<file path="config.mk">
export PLATFORM = sky130hd
export DESIGN_NAME = part_rst_seq
export DESIGN_NICKNAME = d
export VERILOG_FILES = /design/src/rtl/prs_pkg.sv /design/src/rtl/prs_trig_merge.sv /design/src/rtl/prs_seq_fsm.sv /design/src/rtl/prs_port_cmd.sv /design/src/rtl/part_rst_seq.sv
export SDC_FILE = /design/constraint.sdc
export NUM_CORES = 1
export LEC_CHECK = 0
export BUFFER_PORTS_ARGS = -buffer_cell sky130_fd_sc_hd__clkbuf_2
export CELL_PAD_IN_SITES_DETAIL_PLACEMENT = 1
export CELL_PAD_IN_SITES_GLOBAL_PLACEMENT = 2
export CORE_MARGIN = 2
export CORE_UTILIZATION = 18
export CTS_CLUSTER_SIZE = 14
export DETAILED_ROUTE_END_ITERATION = 16
export PLACE_DENSITY_LB_ADDON = 0.2
export SYNTH_ARGS = -nofsm -noshare
export SYNTH_HDL_FRONTEND = slang
export SYNTH_SLANG_ARGS = --single-unit
</file>
<file path="constraint.sdc">
create_clock -name clk -period 1.42 [get_ports clk]
set_clock_uncertainty 0.1 [all_clocks]
set_input_delay 0.071 -clock clk [delete_from_list [all_inputs] [get_ports clk]]
set_output_delay 0.071 -clock clk [all_outputs]
set_load 0.1 [all_outputs]
</file>
<file path="src/rtl/prs_pkg.sv">
// Package: shared types for the partition reset sequencer.
// Assumes: nothing; holds only type definitions.
package prs_pkg;

    // Sequencer phases: idle, one launch cycle, hold, one release cycle.
    typedef enum logic [1:0] {
        ST_IDLE = 2'd0,
        ST_PROP = 2'd1,
        ST_HOLD = 2'd2,
        ST_REL  = 2'd3
    } seq_state_e;

endpackage

</file>
<file path="src/rtl/prs_trig_merge.sv">
// Module: prs_trig_merge
// Merges the reset sources into a hot-reset trigger, a secondary-bus trigger
// and a hold condition. Applies the link-down mask and latches the software
// write pulses until the sequencer consumes them.
// Assumes: all inputs are synchronous to clk; software inputs are one-cycle pulses.
module prs_trig_merge (
    input  logic clk,
    input  logic rst_n,
    input  logic hot_rx,
    input  logic dl_down,
    input  logic mask_dl,
    input  logic sw_hot_wr,
    input  logic sw_sbr_wr,
    input  logic consume,
    output logic hot_trig,
    output logic sbr_trig,
    output logic hot_hold
);

    logic hot_pend_q;
    logic sbr_pend_q;

    // Level sources that keep a hot reset held; link-down only when unmasked.
    always_comb begin
        hot_hold = hot_rx | (dl_down & ~mask_dl);
    end

    // Triggers combine the live pulses with the remembered requests.
    always_comb begin
        hot_trig = hot_hold | sw_hot_wr | hot_pend_q;
        sbr_trig = sw_sbr_wr | sbr_pend_q;
    end

    // Remember software pulses until a launch consumes them.
    always_ff @(posedge clk) begin
        if (!rst_n) begin
            hot_pend_q <= 1'b0;
            sbr_pend_q <= 1'b0;
        end else if (consume) begin
            hot_pend_q <= 1'b0;
            sbr_pend_q <= 1'b0;
        end else begin
            hot_pend_q <= hot_pend_q | sw_hot_wr;
            sbr_pend_q <= sbr_pend_q | sw_sbr_wr;
        end
    end

    // a remembered request is only dropped by a launch
    a_r10_pend_kept: assert property (@(posedge clk) disable iff (!rst_n)
        (hot_pend_q && !consume) |=> hot_pend_q);

endmodule

</file>
<file path="src/rtl/prs_seq_fsm.sv">
// Module: prs_seq_fsm
// Four-phase sequencer: IDLE -> PROP (one cycle) -> HOLD -> REL (one cycle).
// Records whether the running sequence is a hot reset or a secondary-bus reset.
// Assumes: triggers come from prs_trig_merge in the same cycle.
module prs_seq_fsm
    import prs_pkg::*;
(
    input  logic       clk,
    input  logic       rst_n,
    input  logic       hot_trig,
    input  logic       sbr_trig,
    input  logic       hot_hold,
    output logic       launch,
    output logic       cmd_en,
    output logic       kind_hot,
    output logic       part_rst,
    output logic       nsr_clr,
    output logic       rel
);

    seq_state_e st_q, st_d;
    logic       kind_q, kind_d;
    logic       can_launch;

    // Next-state logic; a hot trigger wins over a secondary-bus trigger.
    always_comb begin
        st_d       = st_q;
        kind_d     = kind_q;
        launch     = 1'b0;
        can_launch = (st_q == ST_IDLE) || (st_q == ST_REL);
        case (st_q)
            ST_PROP: st_d = ST_HOLD;
            ST_HOLD: st_d = (kind_q && hot_hold) ? ST_HOLD : ST_REL;
            default: st_d = ST_IDLE;
        endcase
        if (can_launch && (hot_trig || sbr_trig)) begin
            st_d   = ST_PROP;
            kind_d = hot_trig;
            launch = 1'b1;
        end
    end

    // State and kind registers.
    always_ff @(posedge clk) begin
        if (!rst_n) begin
            st_q   <= ST_IDLE;
            kind_q <= 1'b0;
        end else begin
            st_q   <= st_d;
            kind_q <= kind_d;
        end
    end

    // Output decode from the registered phase.
    always_comb begin
        cmd_en   = (st_q == ST_PROP);
        kind_hot = kind_q;
        part_rst = kind_q && ((st_q == ST_PROP) || (st_q == ST_HOLD));
        nsr_clr  = kind_q && (st_q == ST_PROP);
        rel      = (st_q == ST_REL);
    end

    // the non-sticky strobe never lasts two cycles
    a_r6_nsr_one_cycle: assert property (@(posedge clk) disable iff (!rst_n)
        nsr_clr |=> !nsr_clr);

    // hold persists while a level source is present
    a_r7_hold_persists: assert property (@(posedge clk) disable iff (!rst_n)
        (st_q == ST_HOLD && kind_q && hot_hold) |=> (st_q == ST_HOLD));

    // release is a single cycle
    a_r8_release_single: assert property (@(posedge clk) disable iff (!rst_n)
        rel |=> !rel);

endmodule

</file>
<file path="src/rtl/prs_port_cmd.sv">
// Module: prs_port_cmd
// Per-port command decode during the launch cycle. Up links send hot reset.
// Disabled links go to Detect, but only for a hot reset; disabled wins over up.
// Assumes: link state is stable during the launch cycle.
module prs_port_cmd #(
    parameter int NUM_DSP = 4
) (
    input  logic               clk,
    input  logic               rst_n,
    input  logic               cmd_en,
    input  logic               kind_hot,
    input  logic [NUM_DSP-1:0] link_up,
    input  logic [NUM_DSP-1:0] link_dis,
    output logic [NUM_DSP-1:0] send_hot,
    output logic [NUM_DSP-1:0] go_detect
);

    for (genvar p = 0; p < NUM_DSP; p++) begin : g_port
        // Decode one port's command from its link state.
        always_comb begin
            send_hot[p]  = cmd_en && link_up[p] && !link_dis[p];
            go_detect[p] = cmd_en && kind_hot && link_dis[p];
        end

        // a port never gets both commands
        a_r5_cmd_exclusive: assert property (@(posedge clk) disable iff (!rst_n)
            !(send_hot[p] && go_detect[p]));
    end

endmodule

</file>
<file path="src/rtl/part_rst_seq.sv">
// Module: part_rst_seq (top)
// Partition hot-reset sequencer: merges the reset sources, steps the
// launch/hold/release phases and drives the per-port commands.
// Assumes: inputs are synchronous to clk; software inputs are one-cycle pulses.
module part_rst_seq #(
    parameter int NUM_DSP = 4
) (
    input  logic               clk,
    input  logic               rst_n,
    input  logic               us_hotrst_rx,
    input  logic               us_dl_down,
    input  logic               ctl_no_ld_rst,
    input  logic               sw_part_rst_wr,
    input  logic               sw_sbr_wr,
    input  logic [NUM_DSP-1:0] dsp_link_up,
    input  logic [NUM_DSP-1:0] dsp_link_dis,
    output logic [NUM_DSP-1:0] dsp_send_hot,
    output logic [NUM_DSP-1:0] dsp_go_detect,
    output logic               part_logic_rst,
    output logic               nonsticky_clr,
    output logic               train_release
);

    logic hot_trig, sbr_trig, hot_hold;
    logic launch, cmd_en, kind_hot;

    prs_trig_merge u_merge (
        .clk       (clk),
        .rst_n     (rst_n),
        .hot_rx    (us_hotrst_rx),
        .dl_down   (us_dl_down),
        .mask_dl   (ctl_no_ld_rst),
        .sw_hot_wr (sw_part_rst_wr),
        .sw_sbr_wr (sw_sbr_wr),
        .consume   (launch),
        .hot_trig  (hot_trig),
        .sbr_trig  (sbr_trig),
        .hot_hold  (hot_hold)
    );

    prs_seq_fsm u_fsm (
        .clk      (clk),
        .rst_n    (rst_n),
        .hot_trig (hot_trig),
        .sbr_trig (sbr_trig),
        .hot_hold (hot_hold),
        .launch   (launch),
        .cmd_en   (cmd_en),
        .kind_hot (kind_hot),
        .part_rst (part_logic_rst),
        .nsr_clr  (nonsticky_clr),
        .rel      (train_release)
    );

    prs_port_cmd #(.NUM_DSP(NUM_DSP)) u_ports (
        .clk       (clk),
        .rst_n     (rst_n),
        .cmd_en    (cmd_en),
        .kind_hot  (kind_hot),
        .link_up   (dsp_link_up),
        .link_dis  (dsp_link_dis),
        .send_hot  (dsp_send_hot),
        .go_detect (dsp_go_detect)
    );

    // a partition reset only starts after a hot trigger was seen
    a_r2_rise_needs_trigger: assert property (@(posedge clk) disable iff (!rst_n)
        $rose(part_logic_rst) |-> $past(hot_trig));

    // Detect commands only come with a partition (hot) reset
    a_r9_detect_only_hot: assert property (@(posedge clk) disable iff (!rst_n)
        (|dsp_go_detect) |-> part_logic_rst);

    // the register clear strobe only comes inside a partition reset
    a_r6_clear_inside_reset: assert property (@(posedge clk) disable iff (!rst_n)
        nonsticky_clr |-> part_logic_rst);

    // release never overlaps the partition reset
    a_r8_release_not_in_reset: assert property (@(posedge clk) disable iff (!rst_n)
        train_release |-> !part_logic_rst);

endmodule

</file>
==> results of run 1 <==
[synth_stat cells, drive strengths merged]
library cell and count:
ha 3, nor4 1, o21a 1, nand2b 1
nor4bb 1, nand2 2, o21ai 2, o22ai 1
inv 3, nor2b 2, and3 4, nor2 4
and2 1, and3b 4, nand3 1, dfxtp 5
[stage by stage]
stage	TNS (ns)	total power (uW)
global placement	0	1330
detailed placement	0	1330
CTS	0	1610
finish	0	1590
floorplan	0	964
global route	-0.0350	1680
[how the worst max path moves through the flow]
stage,start,to,slack [ns],depth (start not counted)
2_1_floorplan,u_fsm.st_q[0],part_logic_rst,0.02,3
3_3_place_gp,u_fsm.st_q[0],u_fsm.st_q[0],0.13,6
3_5_place_dp,u_fsm.st_q[0],u_fsm.st_q[0],0.06,6
4_1_cts,u_fsm.st_q[1],part_logic_rst,0.01,4
5_1_grt,u_fsm.st_q[1],part_logic_rst,-0.01,4
6_report,u_fsm.st_q[1],part_logic_rst,0.03,4
[power groups by stage]
stage	Sequential (uW)	Clock (uW)	Combinational, uW
after floorplan	242	0	722
after global placement	256	0	1070
after detailed placement	259	0	1070
after CTS	266	173	1170
after global routing	282	182	1210
final	268	164	1160
[cell usage in the layout (no fill, tap or decap), types with 2 or more instances in the layout]
cell           count
ha_4               2
and3b_2            4
clkbuf_4           3
o21ai_0            2
nand2_1            2
inv_1              2
nor2_1             3
dlygate4sd3_1      2
buf_12            11
and3_2             4
clkbuf_2          14
nor2b_4            2
dfxtp_1            3
[repair_timing]
item / 4_1_cts / 5_1_grt
buffers inserted: 1 / 0
endpoints found under the hold margin: 2 / 0
hold buffers: 2 / 0
setup endpoints to repair: 10 / 6
gates resized for setup: 6 / 1
[layout make-up]
cell class / instances / area (sq um)
Clock buffer: 4 / 26.3
Timing Repair Buffer: 28 / 318
Sequential cell: 5 / 105
Fill cell: 194 / 958
Multi-Input combinational cell: 28 / 258
Tap cell: 25 / 31.3
Inverter: 3 / 11.3
[worst min-delay path: stages]
cell and delay (ns):
clkbuf_2 0.12, nand2b_4 0.08, inv_1 0.04
[cells by family after synthesis]
group,Yosys count
simple gates,21
flops,5
compound gates,4
buf+inv,3
fa+ha+maj,3
[flip-flops by register name, indices dropped and copies added, names as in the netlist]
signal / flops
u_fsm.kind_hot: 1
u_fsm.st_q: 2
u_merge.hot_pend_q: 1
u_merge.sbr_pend_q: 1
[layer usage]
metal / GRT usage, % / vias up
li1: - / 190
met1: 11.0 / 167
met2: 16.9 / 26
met3: 3.14 / 2
met4: 8.57 / 0
met5: 0 / -
==> impl_metrics.yaml, run 1 <==
run_status:
  status: "finished, final reports clean"
final_layout:
  area_growth_syn_to_layout_pct: 130
  diodes: 0
  nets: 87
  final_cells: 93
  final_core_util_pct: 43.9
  fin_area_sq_um: 749
  layout-drive-gt1-share_pct: 70.6
sta:
  tightest_slew_ns: 0.257
  whs_ns: 0.00910
  setup_viol: 0
  drv_slew: 0
  fin_ws_ns: 0.0303
  slew_headroom_pct: 82.7
  min_period_ns: 1.39
  rsz0062_at_grt: "true"
  hold_viol: 0
  fmax_mhz: 720
  fin_crit_sh_pct: 97.9
clock_tree:
  cts_buffer_depth: 2
  cts_max_level: 1
  path_clk_slew_ns: 0.04
  clock_latency_ns: 0.24
  clock-sinks: 5
  cts_root_buf: "clkbuf_4"
  cts_tree: "built"
  numCtsBuffers: 3
floorplanning:
  num_rows: 15
  ioPinCount: 26
  die_y_microns: 46.5
  die-area_sq_mm: 0.00216
  dieWidth_microns: 46.5
  initial_core_util_pct: 19.0
  fp.coreArea_sq_mm: 0.00171
synthesis:
  synth_xor_area_share_pct: 0
  synth_warnings: 0
  synth-seq-cells: 5
  synth_compound_area_share_pct: 7.31
  syn_inst: 36
  synthMuxAreaShare_pct: 0
  netlist_top_cells_area: "dfxtp_1 31%, ha_1 12%, and3b_1 11%, and3_1 7.7%, nor4bb_2 5.0%"
  syn_nets: 54
  postSynthAreaPerCell_sq_um: 9.04
  synth_top_family_by_area: "simple AND/OR/NAND/NOR gates"
  synth-simple-area-share_pct: 46.9
  synth_fa_ha_area_share_pct: 11.5
  synth_seq_area_share_pct: 30.8
  ys_types: 18
  yosys.area.top_type: "dfxtp_1"
  synth_top_area_share_pct: 30.8
  synthesis.area_sq_um: 325
routing:
  vias: 385
  routed.top_layer: "met4"
  drcViolationCount: 0
  first_pass_iters: 1
  final_antenna_net_count: 0
  drt_iter0_drc: 0
  via_per_inst: 4.14
  wl_per_cell_microns: 10.8
  wirelength_microns: 1000
  met2_length_microns: 441
  wl_met1_microns: 422
  met3_length_microns: 128
pwr:
  netSwitchingPower_uw: 799
  irDropWorstVdd_mv: 0.842
  sw_frac_of_total_pct: 50.2
  p_leak_uw: 0.000355
  pwr-share-seq_pct: 16.8
  pwr_density_cell_mw_per_mm2: 2130
  internal_power_uw: 794
  pwr-share-clk_pct: 10.3
  p_comb_share_pct: 72.9
worst_setup_path:
  cp.required_ns: 1.25
  crit_chain: "buf_4 -> ha_4 -> nor2b_4 -> buf_12"
  crit_path_top_delay_cell: "dfxtp_2"
  cp_top_family: "flip-flops"
  critPathBufInv: 2
  critPathCaptureType: "output pin"
  r2r_start: "u_fsm.st_q[1]"
  start_kind: "flop"
  cp.arrival_ns: 1.22
  reg2reg_slack_ns: 0.16
  path_class: "reg -> out"
  reg2reg_depth: 6
  cp_max_fo: 4
  slowest_delay_ns: 0.31
  worstReg2RegEnd: "u_fsm.st_q[0]"
hold_path:
  hp-class: "in -> reg"
  worst_hold_startpoint: "rst_n"
  min_to: "u_fsm.st_q[1]"
  holdPathStages: 3
placed_design:
  post-place-ws_ns: 0.0621
  placedCellCount: 86
  gp_congestion: 0.725
  dp_hpwl_microns: 869
  io_buffer_count: 25
  place_area_sq_um: 666
global_routing:
  grtUsageTotal_pct: 10.5
  antenna_found_initial: 0
  grt-ovfl-total: 0
  grt_pass1_wl_microns: 1500
  grt_max_degree: 10
  grt_pass1_vias: 364
job:
  cap_violations: 0
(Power assumes the default switching activity.)
==> run 2: changes to the inputs <==
CTS_CLUSTER_DIAMETER = 150   (was not set)
SETUP_SLACK_MARGIN = 0.1   (was not set)
==> run 2 against run 1 <==
Global-route usage is 0.48 points higher. Combinational power rose by 10%. Sequential share of layout area is 0.82 points lower. Power is 7.8% higher. Die area unchanged. Flip-flop and latch count stayed put. Routed wire length increased by 4.9%. Via count increased by 3.6%. Critical path depth did not move. Design area grew 6.2%. Worst setup slack better by 0.018 ns.
==> impl_metrics.yaml, run 2 (synthesis gave the netlist of run 1 again) <==
run_status:
  status: "finished, final reports clean"
final_layout:
  layout-drive-gt1-share_pct: 77.5
  final_cells: 96
  final_common_cell: "clkbuf_2"
  area_growth_syn_to_layout_pct: 145
  nets: 90
  fillCellCount: 194
  largest_reg_flops: 2
  largest_register: "u_fsm.st_q"
  diodes: 0
  final_cell_mix: "14 x clkbuf_2, 11 x buf_12, 4 x and3b_2, 4 x and3_2"
clock_tree:
  cts_tree: "built"
  clock_latency_ns: 0.24
  cts_root_buf: "clkbuf_4"
  cts_buffer_depth: 2
  path_clk_slew_ns: 0.04
  numCtsBuffers: 3
  clock-sinks: 5
  cts_max_level: 1
placed_design:
  placedCellCount: 86
  dp_hpwl_microns: 869
  io_buffer_count: 25
  gp_congestion: 0.725
routing:
  first_pass_iters: 2
  drt_iter0_drc: 1
  via_per_inst: 4.16
  vias: 399
  final_antenna_net_count: 0
  wirelength_microns: 1050
  drcViolationCount: 0
  wl_per_cell_microns: 11.0
worst_setup_path:
  cp.arrival_ns: 1.20
  reg2reg_slack_ns: 0.12
  reg2reg_depth: 7
  path_class: "reg -> out"
  worstReg2RegEnd: "u_fsm.st_q[0]"
  r2r_start: "u_fsm.st_q[1]"
  start_kind: "flop"
  cp_max_fo: 3
  critPathCaptureType: "output pin"
  cp.required_ns: 1.25
sta:
  tightest_slew_ns: 0.273
  rsz0062_at_grt: "true"
  fmax_mhz: 729
  hold_viol: 0
  setup_viol: 0
  drv_slew: 0
  min_period_ns: 1.37
  setup_tns_ns: 0
  slew_headroom_pct: 81.5
  fin_crit_sh_pct: 96.6
global_routing:
  grt_pass1_vias: 388
  grtUsageTotal_pct: 10.9
  grt-ovfl-total: 0
  grt_pass1_wl_microns: 1570
  grt_max_degree: 10
  antenna_found_initial: 0
floorplanning:
  ioPinCount: 26
  fp.coreArea_sq_mm: 0.00171
  die-area_sq_mm: 0.00216
  initial_core_util_pct: 19.0
  dieWidth_microns: 46.5
  die_y_microns: 46.5
  num_rows: 15
pwr:
  pwr_density_cell_mw_per_mm2: 2160
  irDropWorstVdd_mv: 0.884
  p_leak_uw: 0.000370
hold_path:
  holdPathStages: 3
  hp-class: "in -> reg"
  worst_hold_startpoint: "us_hotrst_rx"
  min_to: "u_fsm.st_q[0]"
job:
  cap_violations: 0
run 2: cell types whose count changed in the layout (fill, tap and decap cells not counted):
cell	delta
inv_4	+1
buf_6	+2
inv_2	+1
ha_2	+1
o22ai_2	+1
nand2_2	+1
inv_1	-2
nand2_1	-1
dlygate4sd3_1	+1
ha_1	-1
o22ai_1	-1
run 2: timing repair:
action	CTS	global route
hold buffers	3	0
endpoints found under the setup margin	11	12
pin swaps	2	3
setup buffers	2	1
endpoints found under the hold margin	3	0
resized for setup	8	7
run 2: worst max path at each step:
stage	startpoint	end	slack [ns]	depth (start not counted)
after floorplan	u_fsm.st_q[0]	part_logic_rst	0.02	3
after global placement	u_fsm.st_q[0]	u_fsm.st_q[0]	0.13	6
after detailed placement	u_fsm.st_q[0]	u_fsm.st_q[0]	0.06	6
after CTS	u_fsm.st_q[1]	dsp_go_detect[3]	0.02	4
after global routing	u_fsm.st_q[1]	dsp_go_detect[3]	0.004	4
final	u_fsm.st_q[0]	part_logic_rst	0.05	4
run 2: per-layer routing:
layer / vias to the layer above / GRT usage, % / wire length [microns]
met5: - / 0 / 0
met4: 0 / 8.57 / 10
met3: 2 / 3.14 / 125
met2: 26 / 18.6 / 490
met1: 176 / 11.0 / 425
li1: 195 / - / -
run 2: critical path: stages, from the launching register on:
cell     delay, ns
dfxtp_4       0.37
inv_4         0.04
ha_4          0.24
nor2b_4       0.12
buf_12        0.18
run 2: final cells by class:
| type | instances | area (sq um) | share of cell area, % |
|---|---|---|---|
| clock buffers | 4 | 26.3 | 3.30 |
| well taps | 25 | 31.3 | 3.93 |
| multi-input cells | 28 | 269 | 33.8 |
| flip-flops and latches | 5 | 105 | 13.2 |
| inverters | 3 | 13.8 | 1.73 |
| repair buffers | 31 | 350 | 44.0 |
run 2: metrics by stage:
stage,hold WS (ns),util [%],power (uW),setup slack (ns),area [sq um]
global placement,0.224,39.0,1330,0.128,666
floorplan,0.0890,-,964,0.0168,344
global route,0.0780,46.6,1810,0.00377,796
detailed placement,0.235,39.0,1330,0.0621,666
CTS,0.0764,45.0,1660,0.0237,768
finish,0.0740,46.6,1720,0.0481,796
run 2: report_power, final:
part / switching (uW) / internal, uW / leakage (uW)
Combinational: 714 / 562 / 0.000312
Clock: 57.8 / 106 / 0.0000150
Sequential: 66.3 / 212 / 0.0000423
